`config.mk`:
```
export PLATFORM = sky130hd
export DESIGN_NAME = pit_channel
export DESIGN_NICKNAME = d
export VERILOG_FILES = /design/src/rtl/pit_pkg.sv /design/src/rtl/pit_cw_decode.sv /design/src/rtl/pit_decr.sv /design/src/rtl/pit_rd_sel.sv /design/src/rtl/pit_channel.sv
export SDC_FILE = /design/constraint.sdc
export NUM_CORES = 1
export LEC_CHECK = 0
export BUFFER_PORTS_ARGS = -buffer_cell sky130_fd_sc_hd__buf_2
export CAP_MARGIN = 20
export CORE_AREA = 3 3 104 106
export CTS_CLUSTER_SIZE = 40
export DETAILED_ROUTE_END_ITERATION = 12
export DIE_AREA = 0 0 107 109
export HOLD_SLACK_MARGIN = 0.06
export REMOVE_ABC_BUFFERS = 1
export SLEW_MARGIN = 25
export SYNTH_ARGS = -nofsm -noshare
export SYNTH_HDL_FRONTEND = slang
export SYNTH_SLANG_ARGS = --single-unit
```
`constraint.sdc`:
```
create_clock -name clk -period 2.8 [get_ports clk]
set_clock_uncertainty 0.15 [all_clocks]
set_input_delay 0.14 -clock clk [delete_from_list [all_inputs] [get_ports clk]]
set_output_delay 0.14 -clock clk [all_outputs]
set_load 0.03 [all_outputs]
```
`src/rtl/pit_pkg.sv`:
```
package pit_pkg;

    typedef enum logic [2:0] {
        MODE_TC   = 3'd0,
        MODE_RATE = 3'd2,
        MODE_SQW  = 3'd3
    } pit_mode_e;

    typedef enum logic [1:0] {
        ACC_LATCH = 2'd0,
        ACC_LO    = 2'd1,
        ACC_HI    = 2'd2,
        ACC_LOHI  = 2'd3
    } pit_acc_e;

    typedef struct packed {
        logic      latch_cmd;
        logic      accept;
        logic      err;
        pit_mode_e mode;
    } pit_cw_t;

endpackage

```
`src/rtl/pit_cw_decode.sv`:
```
module pit_cw_decode
    import pit_pkg::*;
(
    input  logic [5:0] cw,
    output pit_cw_t    dec
);
    pit_acc_e acc;
    logic     mode_ok;
    logic     acc_ok;

    always_comb begin
        acc     = pit_acc_e'(cw[5:4]);
        mode_ok = (cw[3:1] == MODE_TC) || (cw[3:1] == MODE_RATE) || (cw[3:1] == MODE_SQW);
        acc_ok  = (acc == ACC_LOHI);
        dec.latch_cmd = (acc == ACC_LATCH);
        dec.accept    = acc_ok && mode_ok;
        dec.err       = (acc != ACC_LATCH) && (!acc_ok || !mode_ok || cw[0]);
        dec.mode      = mode_ok ? pit_mode_e'(cw[3:1]) : MODE_TC;
    end
endmodule

```
`src/rtl/pit_decr.sv`:
```
module pit_decr #(
    parameter int CNT_X = 17
) (
    input  logic [CNT_X-1:0] count,
    input  logic [CNT_X-1:0] period,
    input  logic             one_shot,
    output logic             expire,
    output logic [CNT_X-1:0] count_nxt
);
    always_comb begin
        expire = (count == CNT_X'(1));
        if (expire) begin
            count_nxt = one_shot ? '0 : period;
        end else begin
            count_nxt = count - CNT_X'(1);
        end
    end
endmodule

```
`src/rtl/pit_rd_sel.sv`:
```
module pit_rd_sel #(
    parameter int BYTE_W = 8
) (
    input  logic [2*BYTE_W-1:0] live,
    input  logic [2*BYTE_W-1:0] held,
    input  logic                use_held,
    input  logic                hi_phase,
    output logic [BYTE_W-1:0]   byte_out
);
    logic [2*BYTE_W-1:0] src;

    always_comb begin
        src      = use_held ? held : live;
        byte_out = hi_phase ? src[2*BYTE_W-1:BYTE_W] : src[BYTE_W-1:0];
    end
endmodule

```
`src/rtl/pit_channel.sv`:
```
module pit_channel
    import pit_pkg::*;
#(
    parameter int BYTE_W   = 8,
    parameter int SPKR_BIT = 5
) (
    input  logic              clk,
    input  logic              rst_n,
    input  logic              tick,
    input  logic              sel_ctrl,
    input  logic              wr_en,
    input  logic              rd_en,
    input  logic [BYTE_W-1:0] wdata,
    output logic [BYTE_W-1:0] rdata,
    output logic              out_level,
    output logic [BYTE_W-1:0] stat_byte,
    output logic              cfg_err
);
    localparam int CNT_W = 2 * BYTE_W;
    localparam int CNT_X = CNT_W + 1;
    localparam logic [CNT_X-1:0] FULL_CNT = {1'b1, {CNT_W{1'b0}}};

    typedef struct packed {
        pit_mode_e         mode;
        logic              armed;
        logic [CNT_X-1:0]  count;
        logic [CNT_X-1:0]  period;
        logic [BYTE_W-1:0] lo_byte;
        logic              wr_hi;
        logic              rd_hi;
        logic              latch_on;
        logic [CNT_W-1:0]  latch_val;
        logic              out;
        logic              err;
    } chan_state_t;

    chan_state_t       state_d, state_q;
    pit_cw_t           cw_dec;
    logic              dec_expire;
    logic [CNT_X-1:0]  dec_next;
    logic [CNT_X-1:0]  load_val;

    pit_cw_decode u_cw_decode (
        .cw  (wdata[5:0]),
        .dec (cw_dec)
    );

    pit_decr #(.CNT_X(CNT_X)) u_decr (
        .count     (state_q.count),
        .period    (state_q.period),
        .one_shot  (state_q.mode == MODE_TC),
        .expire    (dec_expire),
        .count_nxt (dec_next)
    );

    pit_rd_sel #(.BYTE_W(BYTE_W)) u_rd_sel (
        .live     (state_q.count[CNT_W-1:0]),
        .held     (state_q.latch_val),
        .use_held (state_q.latch_on),
        .hi_phase (state_q.rd_hi),
        .byte_out (rdata)
    );

    always_comb begin
        load_val = {1'b0, wdata, state_q.lo_byte};
        if (load_val == '0) begin
            load_val = FULL_CNT;
        end
    end

    always_comb begin
        state_d = state_q;

        // countdown on the timebase enable
        if (tick && state_q.armed) begin
            state_d.count = dec_next;
            if (dec_expire && state_q.mode == MODE_TC) begin
                state_d.out   = 1'b1;
                state_d.armed = 1'b0;
            end
        end

        // control word
        if (wr_en && sel_ctrl) begin
            if (cw_dec.latch_cmd) begin
                if (!state_q.latch_on) begin
                    state_d.latch_on  = 1'b1;
                    state_d.latch_val = state_q.count[CNT_W-1:0];
                end
            end else begin
                state_d.err = cw_dec.err;
                if (cw_dec.accept) begin
                    state_d.mode     = cw_dec.mode;
                    state_d.wr_hi    = 1'b0;
                    state_d.rd_hi    = 1'b0;
                    state_d.latch_on = 1'b0;
                    state_d.armed    = 1'b0;
                    if (cw_dec.mode == MODE_TC) begin
                        state_d.out = 1'b0;
                    end
                end
            end
        end

        // data byte write, low then high
        if (wr_en && !sel_ctrl) begin
            if (!state_q.wr_hi) begin
                state_d.lo_byte = wdata;
                state_d.wr_hi   = 1'b1;
            end else begin
                state_d.count  = load_val;
                state_d.period = load_val;
                state_d.armed  = 1'b1;
                state_d.wr_hi  = 1'b0;
            end
        end

        // data byte read, low then high
        if (rd_en) begin
            state_d.rd_hi = !state_q.rd_hi;
            if (state_q.rd_hi && state_q.latch_on) begin
                state_d.latch_on = 1'b0;
            end
        end
    end

    always_ff @(posedge clk) begin
        if (!rst_n) begin
            state_q <= '0;
        end else begin
            state_q <= state_d;
        end
    end

    always_comb begin
        stat_byte           = '0;
        stat_byte[SPKR_BIT] = state_q.out;
    end

    assign out_level = state_q.out;
    assign cfg_err   = state_q.err;

    logic             chk_armed;
    logic [CNT_X-1:0] chk_count;
    logic             chk_latched;
    logic             chk_rd_hi;
    logic             chk_periodic;

    assign chk_armed    = state_q.armed;
    assign chk_count    = state_q.count;
    assign chk_latched  = state_q.latch_on;
    assign chk_rd_hi    = state_q.rd_hi;
    assign chk_periodic = (state_q.mode != MODE_TC);

endmodule

```
==> key figures <==
Synth
  • Cell count after synthesis: roughly 430
  • Count of cell types in the netlist: 68
  • Most frequent cell after synthesis: nand2_1
  • Top FF cell, synth: dfxtp_1
  • Yosys warnings: 0
  • Synth Cell Area: 3500 um^2
  • Largest area contributor in the netlist: dfxtp_1
  • Synthesis-stage register bit count: 67
  • Syn Area/Cell: 8.21 um^2
  • Synth area leaders: dfxtp_1 38%, nand2_1 9.7%, a21oi_1 8.3%
  • Post-synth top area share: 0.383
  • Post-synth EDFFs: 0
  • Share of flip-flops with an asynchronous set or reset: 0
  • Sequential fraction of the synthesis area: 0.383
  • Most common library cells after synthesis: 90 x nand2_1, 67 x dfxtp_1, 58 x a21oi_1

Worst setup path
  • Slowest stage cell, crit path: dfxtp_1
  • Critical path capture point type: flop
  • Family with the most delay on the worst path: simple AND/OR/NAND/NOR gates
  • CP peak stage delay: 0.48 ns
  • Buf+Inv Stages, Crit Path: 1
  • CP cell instances: ha_1, nor2b_1, and3_1, buf_4, a21oi_1, a311o_1, a22o_1
  • Peak fanout along the critical path: 12
  • WS Path Type: flop to flop
  • CP startpoint: chk_count[0]
  • Crit path DAT: ~2.5 ns
  • Critical Path Source Type: flop
  • CP required: ~2.9 ns
  • Crit Reg-Reg Startpoint: chk_count[0]

Final layout
  • Antenna Diode Count: 0
  • FILL cells: just over 1k
  • Share of cells above drive strength 1: 0.155
  • Area grow syn2layout: 13.4%
  • Cell area after layout: 3970 um^2
  • Core Util, Final: 0.402
  • Nets: 464

Route
  • Vias post-DR: 3263
  • Initial DRC count: 265
  • Residual DRC: 0
  • 1st-pass router iterations: 5
  • Final ANT Viol Nets: 0
  • DR WL/cell: 16.8 um
  • Routed Wire Length: 9850 um
  • Vias per std cell: 5.58

Placement
  • Cell area after placement: 3670 um^2
  • DP HPWL: 6880 um
  • I/O Buffers: 24
  • GP Congestion: 0.911

Power and ir drop
  • Worst vdd rail ir drop: between 200 and 300 uV
  • Internal power: 1.51 mW
  • Share of power burned in registers: 0.483
  • Sw Share: 0.277
  • LEAKAGE: 1.42 nW
  • Gate power share: 0.157
  • Net switching power: 0.579 mW
  • Pwr/cell area: 526 nW/um^2
  • Clock Power Share: 0.360

STA
  • Maximum clock frequency: 417 MHz
  • Final Max Tran Viols: 0
  • Final hold vios: 0
  • Final worst path period share: 0.856
  • Fin Hold WS: just under 0.1 ns
  • Setup-failing EPs final: 0
  • Total negative slack: 0 ns
  • Worst Tran Pin Value: just under 0.7 ns
  • Period minus WS final: roughly 2.4 ns
  • Worst rel slew slack: 0.535
  • RSZ-0062 raised after global routing: false

Run status
  • Status: finished clean

Clocking
  • Htree depth: 3
  • CTS tree: yes
  • # resized after CTS: 0
  • Cts bufs inserted: 9
  • Clock buffer depth: 2
  • Clock transition at path regs: 0.07 ns
  • Num Clock Sinks: 67
  • Clk Latency, worst-skew pair: 0.34 ns
  • Root Driver: clkbuf_8

Run
  • Max Cap Viol: 0

Die
  • Initial Util: 0.355
  • Die area: roughly 12000 um^2
  • Die height: 109 um
  • Die X: 107 um
  • Core area: 9860 um^2
  • Row cnt: 36
  • Ports: 32

Global route
  • Largest net degree at the start of global routing: 52
  • Aggregate global routing overflow: 0
  • First-pass GRT wire length: 16400 um
  • Initial antenna violation count: 0
  • Gr usage total: 0.178
  • Vias in the first global route: 3117

Min path
  • Hold Crit Start: sel_ctrl
  • Worst min-delay path class: input port to flop
[flip-flops by register name, indices dropped and copies added, names as in the netlist]
signal,cells
chk_count,17
chk_armed,1
state_q,45
cfg_err,1
chk_rd_hi,1
chk_latched,1
out_level,1
[power by group through the flow]
stage	Sequential (mW)	Clock (mW)	Combinational [mW]
floorplan	1.02	0	0.221
global placement	1.03	0	0.309
detailed placement	1.03	0	0.312
CTS	1.01	0.769	0.326
global route	1.01	0.820	0.358
finish	1.01	0.752	0.328
[layout make-up]
class | instances | area, um^2 | share of cell area
Sequential cell | 67 | 1340 | 0.338
Tap cell | 133 | 166 | 0.0419
Clock inverter | 3 | 40.0 | 0.0101
Clock buffer | 12 | 135 | 0.0341
Timing Repair Buffer | 44 | 300 | 0.0757
Inverter | 3 | 11.3 | 0.00284
Multi-Input combinational cell | 323 | 1970 | 0.497
[layout by cell type, fill, tap and decap left out, drive strengths merged, types with 3 or more instances in the layout]
cell | netlist | layout
dfxtp | 67 | 67
a21o | 3 | 3
nand4 | 7 | 7
nand2 | 92 | 92
clkbuf | 20 | 12
a32oi | 5 | 5
a31oi | 6 | 6
dlygate4sd3 | 0 | 12
or4 | 5 | 5
nor2 | 26 | 26
nor3 | 10 | 10
a21oi | 58 | 58
o21ai | 19 | 19
o31ai | 3 | 3
nor4 | 9 | 9
buf | 19 | 32
a211oi | 3 | 3
mux4 | 8 | 8
nand3 | 7 | 7
conb | 1 | 7
mux2i | 10 | 10
clkinv | 1 | 3
[tightest hold or removal path: stages]
cell and delay, ns:
buf_2 0.12, nand2_1 0.05, a21boi_0 0.07, o21a_1 0.16
[kinds of logic (layout without fill, tap and decap cells)]
group | Yosys count | after routing | synth area share
fa+ha+maj | 2 | 2 | 0.00715
mux | 19 | 19 | 0.0844
buf+inv | 42 | 62 | 0.0590
other cells | 1 | 7 | 0.00107
compound gates | 117 | 117 | 0.203
xor+xnor | 3 | 3 | 0.00751
flops | 67 | 67 | 0.383
simple gates | 175 | 175 | 0.254
[layer usage]
| layer | GRT usage | vias up | part of all wire |
|---|---|---|---|
| li1 | - | 1570 | - |
| met1 | 0.244 | 1590 | 0.48 |
| met2 | 0.285 | 88 | 0.46 |
| met3 | 0.0337 | 15 | 0.039 |
| met4 | 0.0575 | 0 | 0.019 |
| met5 | 0 | - | 0 |
[through the flow]
step | setup slack, ns | total power [mW] | instances
after global placement | 0.533 | 1.34 | 558
after floorplan | 0.658 | 1.24 | 393
after global routing | 0.248 | 2.19 | 585
final | 0.402 | 2.09 | 585
after CTS | 0.426 | 2.10 | 585
after detailed placement | 0.445 | 1.34 | 558
[final timing paths]
check,to,slack [ns],cells after the start
worst max-delay path,chk_count[1],0.40,7
worst min-delay path,state_q[20],0.1,4
worst max register to register,chk_count[1],0.40,7
worst min register to register,state_q[5],0.30,2
[what timing repair did]
item | in CTS | in global routing
endpoints found under the hold margin | 27 | 0
setup endpoints to repair | 0 | 0
hold buffers | 12 | 0
setup buffers | 0 | 0
Note: power is estimated with default switching activity, not from simulation.
